===== src/rtl/pe_pkg.sv =====
package pe_pkg;
  typedef enum logic [2:0] {
    ST_RECV = 3'd0,
    ST_ACK  = 3'd1,
    ST_USER = 3'd2,
    ST_MEMW = 3'd3,
    ST_WAIT = 3'd4,
    ST_SEND = 3'd5
  } pe_state_e;

  localparam int unsigned TTL_W = 8;
endpackage


===== src/rtl/pe_ttl_unit.sv =====
module pe_ttl_unit
  import pe_pkg::*;
#(
  parameter int unsigned HDR_W   = 344,
  parameter int unsigned TTL_LSB = 64
) (
  input  logic [HDR_W-1:0] hdr_in,
  output logic [HDR_W-1:0] hdr_out,
  output logic             drop
);
  logic [TTL_W-1:0] ttl;

  always_comb begin
    ttl     = hdr_in[TTL_LSB +: TTL_W];
    hdr_out = hdr_in;
    drop    = (ttl < TTL_W'(2));
    if (!drop) begin
      hdr_out[TTL_LSB +: TTL_W] = ttl - TTL_W'(1);
    end
  end
endmodule


===== src/rtl/pe_hdr_reg.sv =====
module pe_hdr_reg #(
  parameter int unsigned HDR_W = 344
) (
  input  logic             clk,
  input  logic             rst_n,
  input  logic             cap_en,
  input  logic             upd_en,
  input  logic [HDR_W-1:0] cap_data,
  input  logic [HDR_W-1:0] upd_data,
  input  logic             upd_drop,
  output logic [HDR_W-1:0] hdr_q,
  output logic             drop_q
);
  logic [HDR_W-1:0] hdr_d;
  logic             drop_d;

  always_comb begin
    hdr_d  = hdr_q;
    drop_d = drop_q;
    if (cap_en) begin
      hdr_d  = cap_data;
      drop_d = 1'b0;
    end else if (upd_en) begin
      hdr_d  = upd_data;
      drop_d = upd_drop;
    end
  end

  always_ff @(posedge clk or negedge rst_n) begin
    if (!rst_n) begin
      hdr_q  <= '0;
      drop_q <= 1'b0;
    end else if (cap_en || upd_en) begin
      hdr_q  <= hdr_d;
      drop_q <= drop_d;
    end
  end
endmodule


===== src/rtl/pe_ctrl.sv =====
module pe_ctrl
  import pe_pkg::*;
#(
  parameter bit USE_MEM = 1'b1
) (
  input  logic clk,
  input  logic rst_n,
  input  logic in_vld,
  input  logic out_rdy,
  input  logic out_ack,
  output logic cap_en,
  output logic upd_en,
  output logic in_rdy,
  output logic in_ack,
  output logic out_vld,
  output logic mem_we
);
  pe_state_e state_q, state_d;
  logic in_rdy_q, in_ack_q, out_vld_q, mem_we_q;

  assign cap_en = (state_q == ST_RECV) && in_rdy_q && in_vld;
  assign upd_en = (state_q == ST_USER);

  always_comb begin
    state_d = state_q;
    unique case (state_q)
      ST_RECV: if (cap_en) state_d = ST_ACK;
      ST_ACK:  state_d = ST_USER;
      ST_USER: state_d = USE_MEM ? ST_MEMW : ST_WAIT;
      ST_MEMW: state_d = ST_WAIT;
      ST_WAIT: if (out_rdy) state_d = ST_SEND;
      ST_SEND: if (out_ack) state_d = ST_RECV;
      default: state_d = ST_RECV;
    endcase
  end

  always_ff @(posedge clk or negedge rst_n) begin
    if (!rst_n) begin
      state_q   <= ST_RECV;
      in_rdy_q  <= 1'b0;
      in_ack_q  <= 1'b0;
      out_vld_q <= 1'b0;
      mem_we_q  <= 1'b0;
    end else begin
      state_q   <= state_d;
      in_rdy_q  <= (state_d == ST_RECV);
      in_ack_q  <= (state_d == ST_ACK);
      out_vld_q <= (state_d == ST_SEND);
      mem_we_q  <= (state_d == ST_MEMW);
    end
  end

  assign in_rdy  = in_rdy_q;
  assign in_ack  = in_ack_q;
  assign out_vld = out_vld_q;
  assign mem_we  = mem_we_q;

  assert_excl_R2: assert property (@(posedge clk) disable iff (!rst_n)
    $onehot0({in_rdy, in_ack, out_vld, mem_we}));
  assert_cap_ack_R3: assert property (@(posedge clk) disable iff (!rst_n)
    (in_rdy && in_vld) |=> (in_ack && !in_rdy));
  assert_ack_pulse_R3: assert property (@(posedge clk) disable iff (!rst_n)
    in_ack |=> !in_ack);
  assert_vld_after_rdy_R4: assert property (@(posedge clk) disable iff (!rst_n)
    $rose(out_vld) |-> $past(out_rdy));
  assert_vld_hold_R4: assert property (@(posedge clk) disable iff (!rst_n)
    (out_vld && !out_ack) |=> out_vld);
  assert_vld_drop_R4: assert property (@(posedge clk) disable iff (!rst_n)
    (out_vld && out_ack) |=> !out_vld);
  assert_release_R5: assert property (@(posedge clk) disable iff (!rst_n)
    (out_vld && out_ack) |=> in_rdy);
  assert_mem_pulse_R7: assert property (@(posedge clk) disable iff (!rst_n)
    mem_we |=> (!mem_we && !in_rdy));
endmodule


===== src/rtl/pe_element.sv =====
module pe_element
  import pe_pkg::*;
#(
  parameter int unsigned HDR_W    = 344,
  parameter int unsigned TTL_LSB  = 64,
  parameter bit          USE_MEM  = 1'b1,
  parameter int unsigned MEM_AW   = 8,
  parameter int unsigned MEM_DW   = 16,
  parameter int unsigned MEM_ADDR = 5
) (
  input  logic              clk,
  input  logic              rst_n,
  input  logic              in_vld,
  input  logic [HDR_W-1:0]  in_data,
  output logic              in_rdy,
  output logic              in_ack,
  input  logic              out_rdy,
  input  logic              out_ack,
  output logic              out_vld,
  output logic [HDR_W-1:0]  out_data,
  output logic              out_drop,
  output logic              mem_we,
  output logic [MEM_AW-1:0] mem_addr,
  output logic [MEM_DW-1:0] mem_wdata
);
  localparam int unsigned PAD_W = MEM_DW - TTL_W - 1;

  logic             cap_en, upd_en, ctrl_mem_we;
  logic [HDR_W-1:0] hdr_q, hdr_new;
  logic             drop_q, drop_new;

  pe_ctrl #(.USE_MEM(USE_MEM)) u_ctrl (
    .clk(clk), .rst_n(rst_n), .in_vld(in_vld), .out_rdy(out_rdy),
    .out_ack(out_ack), .cap_en(cap_en), .upd_en(upd_en),
    .in_rdy(in_rdy), .in_ack(in_ack), .out_vld(out_vld),
    .mem_we(ctrl_mem_we)
  );

  pe_ttl_unit #(.HDR_W(HDR_W), .TTL_LSB(TTL_LSB)) u_ttl (
    .hdr_in(hdr_q), .hdr_out(hdr_new), .drop(drop_new)
  );

  pe_hdr_reg #(.HDR_W(HDR_W)) u_hdr (
    .clk(clk), .rst_n(rst_n), .cap_en(cap_en), .upd_en(upd_en),
    .cap_data(in_data), .upd_data(hdr_new), .upd_drop(drop_new),
    .hdr_q(hdr_q), .drop_q(drop_q)
  );

  assign out_data = hdr_q;
  assign out_drop = drop_q;

  generate
    if (USE_MEM) begin : g_mem
      assign mem_we    = ctrl_mem_we;
      assign mem_addr  = ctrl_mem_we ? MEM_AW'(MEM_ADDR) : '0;
      assign mem_wdata = ctrl_mem_we ?
                         {{PAD_W{1'b0}}, drop_q, hdr_q[TTL_LSB +: TTL_W]} : '0;
    end else begin : g_nomem
      assign mem_we    = 1'b0;
      assign mem_addr  = '0;
      assign mem_wdata = '0;
    end
  endgenerate

  assert_out_stable_R4: assert property (@(posedge clk) disable iff (!rst_n)
    (out_vld && !out_ack) |=> ($stable(out_data) && $stable(out_drop)));
  assert_hold_while_busy_R2: assert property (@(posedge clk) disable iff (!rst_n)
    (!in_rdy && !in_ack && !$past(in_ack) && !mem_we && !$past(mem_we) && !out_vld)
      |=> $stable(out_data) || $past(in_ack));
endmodule


===== config.mk =====
export PLATFORM = sky130hd
export DESIGN_NAME = pe_element
export DESIGN_NICKNAME = d
export VERILOG_FILES = /design/src/rtl/pe_pkg.sv /design/src/rtl/pe_ttl_unit.sv /design/src/rtl/pe_hdr_reg.sv /design/src/rtl/pe_ctrl.sv /design/src/rtl/pe_element.sv
export SDC_FILE = /design/constraint.sdc
export NUM_CORES = 1
export LEC_CHECK = 0
export BUFFER_PORTS_ARGS = -buffer_cell sky130_fd_sc_hd__clkbuf_2
export CORE_AREA = 2 2 279 281
export DETAILED_ROUTE_END_ITERATION = 10
export DIE_AREA = 0 0 281 283
export PLACE_DENSITY = 0.37
export SYNTH_ARGS = -nofsm -noshare
export SYNTH_HDL_FRONTEND = slang
export SYNTH_SLANG_ARGS = --single-unit

===== constraint.sdc =====
create_clock -name clk -period 1.6 [get_ports clk]
set_input_delay 0.16 -clock clk [delete_from_list [all_inputs] [get_ports clk]]
set_output_delay 0.16 -clock clk [all_outputs]
set_load 0.05 [all_outputs]

=== Yosys cells after proc, flatten, opt, wreduce, memory -nomap -nowiden ===
Index checks and enable logic that the tools add are counted.

* $add $sub $neg: 1
* Magnitude comparators: 1
* Equal/unequal tests: 9
* Multiplexer cells: 11
* Reductions and logical operators: 9

{| class="wikitable"
|+ Operator list
! kind !! count
|-
| $mux W344 || 1
|-
| $mux W72 || 1
|-
| $pmux W3 S6 || 1
|-
| $mux W3 || 4
|-
| $eq A3 B2 Y1 const B || 3
|-
| $eq A3 B3 Y1 const B || 3
|-
| $mux W9 || 1
|-
| $lt A8 B2 Y1 const B || 1
|-
| $mux W8 || 1
|-
| $sub A8 B1 Y8 const B || 1
|-
| $eq A3 B1 Y1 const B || 2
|-
| $logic_not A3 Y1 || 2
|-
| $reduce_and A2 Y1 || 2
|-
| $reduce_and A3 Y1 || 1
|-
| $logic_and A1 B1 Y1 || 2
|-
| $mux W1 || 2
|-
| $ne A2 B1 Y1 const B || 1
|-
| $reduce_bool A2 Y1 || 1
|-
| $logic_or A1 B1 Y1 || 1
|}

* Register bits after elaboration: 352
* Input port bits: 349
* Output and inout bits: 373
* Logic and storage cells: 39

=== Depth between registers and ports, before layout ===
Gate-level depths: netlist of the first run.

* Word-level depth: 6
* Gate-level depth with buffers: 9
* Depth with buffers taken out: 6

=== Modules after synthesis ===
Synthesis of the first run repeated with hierarchy kept, for this count alone.

* Cell total of the unflattened synthesis: 1912
* Area total of the unflattened synthesis: 18998.2 µm²

{| class="wikitable"
|+ By module, submodules not included
! module !! instances !! cells an instance !! area an instance (µm²) !! seq. area each (µm²)
|-
| pe_hdr_reg || 1 || 1495 || 15776.4 || 8633.3
|-
| pe_ttl_unit || 1 || 362 || 2701.3 || 0.0
|-
| pe_ctrl || 1 || 30 || 347.8 || 175.2
|-
| pe_element || 1 || 25 || 172.7 || 0.0
|}

=== Worst setup path before layout of the first run ===
No wires, ideal clock.

* Path type: flip-flop to flip-flop
* Start: reg u_hdr.hdr_q[65]
* End: reg u_hdr.hdr_q[68]
* Library setup time: 0.137 ns
* Data arrival time: 1.756 ns
* Data required time: 1.463 ns
* Setup slack: -0.293 ns
* Cell stages (with the launch flop): 7
* Buffers on the path: 0
* Period minus slack after synthesis: 1.893 ns
* Cells stage by stage: dfrtp_1 inv_1 ha_1 or3b_2 a211oi_1 xnor2_1 a21oi_1

* Longest elaborated chain between the ends: 4
* Elaborated cells between the ends (all ways): 7
* Those cells by class: add/sub (1); order compare (1); eq/ne (1); mux (3); reduce/logical (1)

{| class="wikitable"
|+ Ends and longest elaborated chain
! what !! line !! RTL
|-
| from (decl) || pe_hdr_reg.sv:11 || <nowiki>output logic [HDR_W-1:0] hdr_q,</nowiki>
|-
| from (signal assigned) || pe_hdr_reg.sv:34 || <nowiki>hdr_q <= hdr_d;</nowiki>
|-
| $sub A8 B1 Y8 || pe_ttl_unit.sv:18 || <nowiki>hdr_out[TTL_LSB +: TTL_W] = ttl - TTL_W'(1);</nowiki>
|-
| $mux W8 || pe_ttl_unit.sv:17 || <nowiki>if (!drop) begin</nowiki>
|-
| $mux W72 || pe_hdr_reg.sv:23 || <nowiki>end else if (upd_en) begin</nowiki>
|-
| $mux W344 || pe_hdr_reg.sv:20 || <nowiki>if (cap_en) begin</nowiki>
|}

Parallel ways exist; a longest one is shown, timed or not. The select of a mux whose other input is x is not followed.
A chain may end at the register's enable or synchronous reset.

=== Final worst setup path of the first run ===
* Start: reg u_ctrl.state_q[2]
* End: reg u_hdr.hdr_q[195]

* Longest elaborated chain between the ends: 5
* Elaborated cells between the ends (all ways): 6
* Those cells by class: eq/ne (1); reduce/logical (5)

{| class="wikitable"
|+ Ends and longest elaborated chain
! what !! line !! RTL
|-
| from (decl) || pe_ctrl.sv:18 || <nowiki>pe_state_e state_q, state_d;</nowiki>
|-
| from (signal assigned) || pe_ctrl.sv:45 || <nowiki>state_q <= state_d;</nowiki>
|-
| $logic_not A3 Y1 || pe_ctrl.sv:21 || <nowiki>assign cap_en = (state_q == ST_RECV) && in_rdy_q && in_vld;</nowiki>
|-
| $logic_and A1 B1 Y1 (2 in a row) || pe_ctrl.sv:21 ||
|-
| $logic_or A1 B1 Y1 || pe_hdr_reg.sv:33 || <nowiki>end else if (cap_en || upd_en) begin</nowiki>
|-
| $reduce_and A2 Y1 (no source line) (*) || -- ||
|}

Every way passes the cells marked *; elsewhere a longest branch is shown, timed or not.

==> impl_metrics.csv, run 1 <==
group,metric,value,unit
critical_path,start_kind,"register",
cts,htree_levels,2,
cells_and_area,nets,2991,
power_and_ir_drop,comb_power_share,0.537,
floorplanning,core.rowCount,102,
cts,tritoncts,"built",
place,gp_congestion,0.819,
drt,first_pass_iters,6,
global_routing,grt_pass1_vias,14893,
cells_and_area,drive_gt1_frac,0.336,
power_and_ir_drop,switchingPower,28100,uW
power_and_ir_drop,p_seq_frac,0.282,
critical_path,crit_path_max_incr_delay,0.61,ns
sta,finalCritPeriodShare,1.09,
place,io_buffers,708,
critical_path,cp-end-kind,"register",
cts,clk_pin_slew,0.06,ns
synth,syn-cell-area,13600,um2
floorplanning,pin_count,722,
power_and_ir_drop,p_int,26000,uW
sta,rsz0062_at_grt,"yes",
place,dp_hpwl,41600,um
synth,yosysMostFrequentCell,"nand2_1",
sta,relSlewSlack,0.655,
drt,first_iter_violations,514,
synth,ys_types,32,
cts,tritoncts_num_sinks,352,
power_and_ir_drop,power.total,54100,uW
sta,tightest_slew,0.520,ns
status,run_status,"complete, but fails checks",
synth,synthCells,1525,
drt,wl,55900,um
floorplanning,initial_utilization,0.177,
synth,synthFlopType,"dfrtp_1",
cells_and_area,final_core_util,0.315,
synth,synthArstFlopShare,1.00,
sta,hold_ws,0.140,ns
sta,period_minus_slack,1.75,ns
power_and_ir_drop,ir_drop,1.08,mV
sta,slew_violations,0,
power_and_ir_drop,swShare,0.520,
drt,drcViolationCount,0,
floorplanning,core_area,76700,um2
cells_and_area,diodes,0,
drt,viasPerCell,3.77,
power_and_ir_drop,clkPwrFrac,0.181,
floorplanning,die_y,283,um
job,maxCapViolCount,0,
global_routing,track_usage,0.136,
floorplanning,die_w,281,um
critical_path,arrival,2.23,ns
cells_and_area,multiInputGateArea,4340,um2
worst_hold_path,min-delay-path-class,"in -> async",
status,violations,"setup timing",
drt,antenna_left,0,
sta,layout_setup_ws,-0.146,ns
synth,synth.largest_area_cell,"dfrtp_1",
drt,wl_per_cell,15.1,um
cells_and_area,area_delta_synth_final,77.6,%
critical_path,slowest_stage,"or4_4",
power_and_ir_drop,leakage,0.0133,uW
global_routing,grt_pass1_wl,85200,um
cts,clk_latency,0.56,ns
synth,netlist_top_cells_area,"dfrtp_1 (65%), nand2_1 (28%), buf_4 (1.7%), buf_6 (0.99%), buf_2 (0.85%)",
sta,finalHoldViolations,0,
synth,ys_ff_latch,352,
power_and_ir_drop,pwr_density_cell,2240,nW/um2
floorplanning,die_area,79500,um2
global_routing,grt.overflow.total,0,
cts,cts-root-buf,"clkbuf_16",
global_routing,grt_max_degree,52,
synth,synth_edf_count,0,
critical_path,path_cells,"or4_4 -> inv_8 -> buf_12 -> buf_12 -> nand2_1 -> nand2_1",
synth,avgSynthCellArea,8.92,um2
synth,synth-seq-area-share,0.647,
cts,numCtsBuffers,44,
critical_path,worst-path-max-fanout,21,
cts,clk_path_buf_depth,3,
drt,num_vias,13976,
cells_and_area,seqCellArea,8820,um2
sta,setup_violations,341,
critical_path,worst-endpoint-required,2.08,ns
sta,fmax,573,MHz
sta,skew,0.0194,ns
synth,ys_warn_count,0,
global_routing,antenna_found_initial,1,
synth,synth_top_area_frac,0.647,
cells_and_area,fillCellCount,8134,
synth,synth_commonest_cells,"nand2_1 (1016), dfrtp_1 (352), buf_4 (30)",
critical_path,critPathKind,"reg -> reg",
## logic make-up after synthesis
group                    synth area share
AND/OR/NAND/NOR                     0.296
flip-flops                          0.647
buffers and inverters              0.0446
AO/OA/AOI/OAI                     0.00809
XOR/XNOR                          0.00257
adder cells (fa/ha/maj)          0.000919
other                            0.000276
## layout make-up
cell class,instances,area share
clock buffer,66,0.0523
clock inverter,10,0.00554
inverter,4,0.000932
multi-input combinational,1088,0.179
sequential,352,0.365
tap,1040,0.0538
timing repair buffer,1151,0.343
## worst paths after layout
check	slack [ns]	depth (start not counted)	startpoint	endpoint
max reg2reg	-0.15	6	u_ctrl.state_q[2]	u_hdr.hdr_q[195]
max in group asynchronous	0.71	3	rst_n	u_hdr.hdr_q[197]
min	0.14	2	rst_n	u_hdr.hdr_q[268]
min in group clk	0.29	6	in_vld	u_hdr.hdr_q[20]
max	-0.15	6	u_ctrl.state_q[2]	u_hdr.hdr_q[195]
min reg2reg	0.46	2	u_hdr.hdr_q[213]	u_hdr.hdr_q[213]
## metal layers
metal / wire length [um] / global-route usage / up-vias
li1: - / - / 6800
met1: 22500 / 0.158 / 6669
met2: 28700 / 0.246 / 426
met3: 3380 / 0.0318 / 81
met4: 1380 / 0.0400 / 0
met5: 0 / 0 / -
## placed cells by master, fill, tap and decap left out, types with 6 or more instances in the layout
cell              n
nor2_1            7
conb_1           13
buf_12           16
dfrtp_1         344
nand2_1        1016
dfrtp_2           8
clkbuf_16        55
dlygate4sd3_1   348
clkbuf_1         15
clkbuf_2        699
buf_6             8
a21oi_1           6
and2_4            7
buf_4            62
clkbuf_8          7
## sequential cells by signal, indices dropped and copies added (netlist names)
register        count
u_hdr.hdr_q       344
u_ctrl.in_ack       1
u_ctrl.out_vld      1
u_hdr.drop_q        1
u_ctrl.state_q      3
u_ctrl.in_rdy       1
u_ctrl.mem_we       1
## power groups by stage
stage	Combinational (uW)	Clock, uW	Sequential (uW)
after global placement	27700	0	15300
after detailed placement	27800	0	15400
final	29000	9790	15300
after global routing	30900	10600	15800
after floorplan	6030	0	29100
after CTS	29200	10200	15300
## metrics by stage
stage	instances	TNS (ns)	cell area [um2]	setup slack, ns
after CTS	3708	-34.01	24100	-0.154
after detailed placement	3279	-29.84	18900	-0.158
final	3711	-24.54	24200	-0.146
after global routing	3711	-48.77	24200	-0.207
after floorplan	1537	-21.92	13900	-0.109
after global placement	3279	-23.25	18900	-0.131
## critical path: cells and delay by family (launching register included)
family | cells | cell delay (ns)
flops | 1 | 0.37
simple gates | 3 | 0.80
buf+inv | 3 | 0.46
## repair_timing
action | CTS | global route
endpoints found under the hold margin | 637 | 0
endpoints found under the setup margin | 353 | 360
pin swaps | 9 | 1
gates cloned | 2 | 3
resized for setup | 50 | 6
buffers inserted | 4 | 0
hold buffers | 348 | 0
No activity file was read; power rests on OpenSTA's default activity.
==> run 2, diff against run 1 <==
PLACE_DENSITY = 0.38   (was 0.37)
==> run 2 against run 1 <==
Against the previous run: the flow still finishes with violations (setup timing); wire length is essentially flat; first-iteration DRC count shrank 8.4%; power grew 0.13%; worst hold slack lost 0.039 ns; global-route usage grew 0.12 points; design area grew 0.27%; core utilization grew 0.085 points; critical path depth shrank 1; non-clock buffer count shrank 1; fmax grew 0.36%; highest routed layer unchanged.
==> impl_metrics.csv, run 2 (synthesis results as in run 1) <==
group,metric,value,unit
status,run_status,"complete, but fails checks",
status,violations,"setup timing",
floorplanning,core.rowCount,102,
cts,clk_path_buf_depth,3,
critical_path,worst-path-max-fanout,47,
cts,clk_pin_slew,0.06,ns
floorplanning,die_w,281,um
sta,fmax,575,MHz
critical_path,cp-end-kind,"register",
drt,antenna_left,0,
critical_path,crit_path_max_incr_delay,0.61,ns
drt,wl,56000,um
sta,hold_ws,0.101,ns
floorplanning,core_area,76700,um2
job,maxCapViolCount,0,
sta,finalHoldViolations,0,
global_routing,antenna_found_initial,1,
cells_and_area,final_cell_mix,"nand2_1 (1014), clkbuf_2 (697), dlygate4sd3_1 (348), dfrtp_1 (343), buf_4 (60)",
global_routing,track_usage,0.137,
cts,htree_levels,2,
drt,num_vias,13924,
drt,wl_per_cell,15.1,um
sta,finalCritPeriodShare,1.09,
critical_path,path_cells,"or4_4 -> buf_4 -> buf_12 -> nand2_1 -> nand2_1",
cells_and_area,stdcell_count,3716,
place,gp_congestion,0.804,
critical_path,crit_top_cell,"nand2_1",
global_routing,grt.overflow.total,0,
floorplanning,initial_utilization,0.177,
cts,clk_latency,0.56,ns
power_and_ir_drop,ir_drop,1.39,mV
sta,slew_violations,0,
floorplanning,pin_count,722,
power_and_ir_drop,leakage,0.0133,uW
place,preCtsSetupSlack,-0.147,ns
sta,skew,0.0186,ns
floorplanning,die_y,283,um
critical_path,worst-endpoint-required,2.05,ns
drt,drcViolationCount,0,
critical_path,cp_num_buf_inv,2,
sta,setup_violations,344,
drt,first_pass_iters,5,
place,io_buffers,708,
worst_hold_path,min-delay-path-class,"in -> async",
power_and_ir_drop,pwr_density_cell,2240,nW/um2
critical_path,arrival,2.19,ns
cells_and_area,top_register,"u_hdr.hdr_q",
sta,period_minus_slack,1.74,ns
global_routing,grt_pass1_wl,85600,um
place,dp_hpwl,41900,um
floorplanning,die_area,79500,um2
critical_path,reg2reg_setup_slack,-0.14,ns
cells_and_area,drive_gt1_frac,0.340,
cts,tritoncts,"built",
cts,numCtsBuffers,44,
cells_and_area,reg.largest.list,"u_hdr.hdr_q (344), u_ctrl.state_q (3)",
sta,layout_setup_ws,-0.139,ns
place,placedCellCount,3279,
sta,relSlewSlack,0.625,
critical_path,critPathKind,"reg -> reg",
critical_path,cp_top_family,"simple AND/OR/NAND/NOR gates",
cells_and_area,layout_commonest_cell,"nand2_1",
drt,first_iter_violations,471,
cts,tritoncts_num_sinks,352,
cells_and_area,final_core_util,0.316,
cells_and_area,area_delta_synth_final,78.1,%
sta,rsz0062_at_grt,"yes",
global_routing,grt_pass1_vias,14916,
global_routing,grt_max_degree,51,
sta,tightest_slew,0.563,ns
cells_and_area,nets,2990,
critical_path,start_kind,"register",
critical_path,slowest_stage,"or4_4",
drt,viasPerCell,3.75,
cts,cts-root-buf,"clkbuf_16",
cells_and_area,largest_register_ffs,344,
run 2: timing repair:
action | CTS | global route
cloned | 0 | 0
hold buffers | 348 | 0
endpoints found under the setup margin | 356 | 358
resized for setup | 47 | 3
pin swaps | 8 | 0
buffers inserted | 7 | 0
hold endpoints to repair | 581 | 0
run 2: where the power goes:
part / switching [uW] / leakage (uW) / internal (uW)
clock: 4040 / 0.000737 / 6150
sequential: 2280 / 0.00442 / 13000
combinational: 21800 / 0.00815 / 6890
total: 28100 / 0.0133 / 26000
run 2: through the flow:
step,area (um2),setup TNS [ns],power [uW]
detailed placement,19000,-29.79,43100
finish,24200,-27.07,54200
global placement,19000,-21.77,42900
floorplan,13900,-21.92,35100
global route,24200,-56.21,57300
CTS,24200,-36.25,54900
run 2: worst paths after layout:
check | cells after the start | end | start
hold reg to reg | 2 | u_hdr.hdr_q[232] | u_hdr.hdr_q[232]
hold / removal | 2 | u_hdr.hdr_q[291] | rst_n
setup reg to reg | 5 | u_hdr.hdr_q[304] | u_ctrl.state_q[2]
min in group clk | 6 | u_hdr.hdr_q[194] | in_vld
max in group asynchronous | 4 | u_hdr.hdr_q[248] | rst_n
setup / recovery | 5 | u_hdr.hdr_q[304] | u_ctrl.state_q[2]
run 2: layout make-up:
type / instances / area [um2]
diodes: 1 / 2.50
clock buffers: 63 / 1300
clock inverters: 18 / 181
fillers: 8105 / 52500
inverters: 4 / 27.5
multi-input cells: 1088 / 4320
flip-flops and latches: 352 / 8820
well taps: 1040 / 1300
repair buffers: 1150 / 8280
run 2: metal layers:
metal,up-vias,global-route usage,part of all wire
met1,6571,0.160,0.40
met5,-,0,0
met2,438,0.245,0.51
li1,6828,-,-
met3,87,0.0337,0.061
met4,0,0.0437,0.029
==> run 3, diff against run 2 <==
RECOVER_POWER = 25   (was default)
==> run 3 against run 2 <==
Against the previous run: the run still ends with setup timing left; non-clock buffer count is the same; largest cell class unchanged; flip-flop and latch count did not move; via count is essentially flat; die area stayed put; core utilization is 0.065 points lower.
==> impl_metrics.csv, run 3 (synthesis results as in run 1) <==
group,metric,value,unit
floorplanning,core.rowCount,102,
global_routing,track_usage,0.137,
cells_and_area,stdcell_count,3716,
job,maxCapViolCount,0,
power_and_ir_drop,switchingPower,28100,uW
place,io_buffers,708,
place,placedCellCount,3279,
cells_and_area,area_delta_synth_final,77.7,%
power_and_ir_drop,swShare,0.520,
power_and_ir_drop,p_int,26000,uW
floorplanning,pin_count,722,
drt,wl,56000,um
worst_hold_path,min-delay-path-class,"in -> reg",
floorplanning,initial_utilization,0.177,
critical_path,start_kind,"register",
power_and_ir_drop,comb_power_share,0.530,
sta,rsz0062_at_grt,"yes",
sta,period_minus_slack,1.74,ns
floorplanning,core_area,76700,um2
power_and_ir_drop,clkPwrFrac,0.188,
cts,tritoncts,"built",
sta,relSlewSlack,0.192,
cts,cts-root-buf,"clkbuf_16",
critical_path,critPathKind,"reg -> reg",
sta,tightest_slew,1.21,ns
sta,setup_violations,345,
global_routing,antenna_found_initial,1,
global_routing,grt_max_degree,51,
cts,clk_pin_slew,0.06,ns
floorplanning,die_w,281,um
sta,layout_setup_ws,-0.140,ns
cells_and_area,nets,2990,
cells_and_area,fin_area,24200,um2
cts,clk_latency,0.56,ns
status,run_status,"complete, but fails checks",
global_routing,grt.overflow.total,0,
cells_and_area,multiInputGateArea,4320,um2
drt,first_pass_iters,5,
cts,numCtsBuffers,44,
power_and_ir_drop,ir_drop,1.39,mV
sta,fmax,575,MHz
critical_path,cp-end-kind,"register",
critical_path,worst-path-max-fanout,47,
sta,finalCritPeriodShare,1.09,
drt,antenna_left,0,
cells_and_area,drive_gt1_frac,0.340,
power_and_ir_drop,pwr_density_cell,2240,nW/um2
critical_path,arrival,2.19,ns
place,dp_hpwl,41900,um
drt,first_iter_violations,511,
drt,drcViolationCount,0,
status,violations,"setup timing",
floorplanning,die_area,79500,um2
cells_and_area,fillCellCount,8111,
floorplanning,die_y,283,um
drt,wl_per_cell,15.1,um
critical_path,worst-endpoint-required,2.05,ns
cells_and_area,top_register,"u_hdr.hdr_q",
global_routing,grt_pass1_vias,14916,
cells_and_area,final_cell_mix,"nand2_1 (1014), clkbuf_2 (702), dlygate4sd3_1 (348), dfrtp_1 (343), buf_4 (55)",
global_routing,grt_pass1_wl,85600,um
drt,viasPerCell,3.75,
cells_and_area,seqCellArea,8820,um2
place,place_area,19000,um2
cts,clk_path_buf_depth,3,
sta,finalHoldViolations,0,
sta,slew_violations,0,
cells_and_area,layout_commonest_cell,"nand2_1",
cts,tritoncts_num_sinks,352,
cts,htree_levels,2,
power_and_ir_drop,p_seq_frac,0.282,
cells_and_area,reg.largest.list,"u_hdr.hdr_q (344), u_ctrl.state_q (3)",
cells_and_area,largest_register_ffs,344,
drt,num_vias,13923,
sta,skew,0.0183,ns
place,gp_congestion,0.804,
power_and_ir_drop,leakage,0.0133,uW
## run 3: cell types whose count changed in the layout (fill, tap and decap cells not counted)
| cell | delta |
|---|---|
| buf_12 | -3 |
| buf_2 | +1 |
| buf_4 | -5 |
| clkbuf_1 | +1 |
| clkbuf_2 | +5 |
| clkbuf_8 | +1 |
## run 3: worst paths after layout
kind / start / endpoint / slack, ns / cells past startpoint
min in group asynchronous: rst_n / u_hdr.hdr_q[291] / 0.40 / 2
hold / removal: in_vld / u_hdr.hdr_q[194] / 0.24 / 6
setup reg to reg: u_ctrl.state_q[2] / u_hdr.hdr_q[304] / -0.14 / 5
hold reg to reg: u_hdr.hdr_q[232] / u_hdr.hdr_q[232] / 0.46 / 2
max in group asynchronous: rst_n / u_hdr.hdr_q[31] / 0.12 / 3
setup / recovery: u_ctrl.state_q[2] / u_hdr.hdr_q[304] / -0.14 / 5
## run 3: power groups by stage
stage               registers, uW  clock network, uW  logic, uW
finish                      15300              10200      28700
global placement            15300                  0      27600
global route                15800              11000      30500
floorplan                   29100                  0       6030
detailed placement          15400                  0      27700
CTS                         15300              10600      29000
## run 3: final cells by class
| cell class | instances | share of cell area |
|---|---|---|
| sequential | 352 | 0.365 |
| timing repair buffer | 1150 | 0.340 |
| multi-input combinational | 1088 | 0.179 |
| clock buffer | 63 | 0.0539 |
| tap | 1040 | 0.0538 |
| clock inverter | 18 | 0.00750 |
| inverter | 4 | 0.00114 |
| antenna | 1 | 0.000103 |
## run 3: per-stage QoR
stage          power [uW]  setup WS, ns  hold WS, ns  utilization  setup TNS, ns
5_1_grt             57300        -0.213        0.293        0.315         -60.47
3_3_place_gp        42900        -0.127       0.0922        0.247         -21.77
2_1_floorplan       35100        -0.109       -0.136            -         -21.92
6_report            54200        -0.140        0.244        0.315         -27.15
3_5_place_dp        43100        -0.147       0.0911        0.247         -29.79
4_1_cts             54900        -0.143       0.0716        0.316         -36.25
## run 3: metal layers
| layer | up-vias | global-route usage | part of all wire |
|---|---|---|---|
| li1 | 6831 | - | - |
| met1 | 6559 | 0.160 | 0.40 |
| met3 | 88 | 0.0337 | 0.061 |
| met5 | - | 0 | 0 |
| met2 | 445 | 0.245 | 0.51 |
| met4 | 0 | 0.0437 | 0.030 |
## run 3: critical path: stages (launching register included)
cell and delay (ns):
dfrtp_1 0.37, or4_4 0.61, buf_4 0.24, buf_12 0.20, nand2_1 0.11, nand2_1 0.05
## run 3: what timing repair did
item                                    in CTS  in global routing
endpoints found under the hold margin      581                  0
buffers inserted                             7                  0
gates resized for setup                     47                  3
hold buffers                               348                  0
pin swaps                                    8                  0
endpoints found under the setup margin     356                358
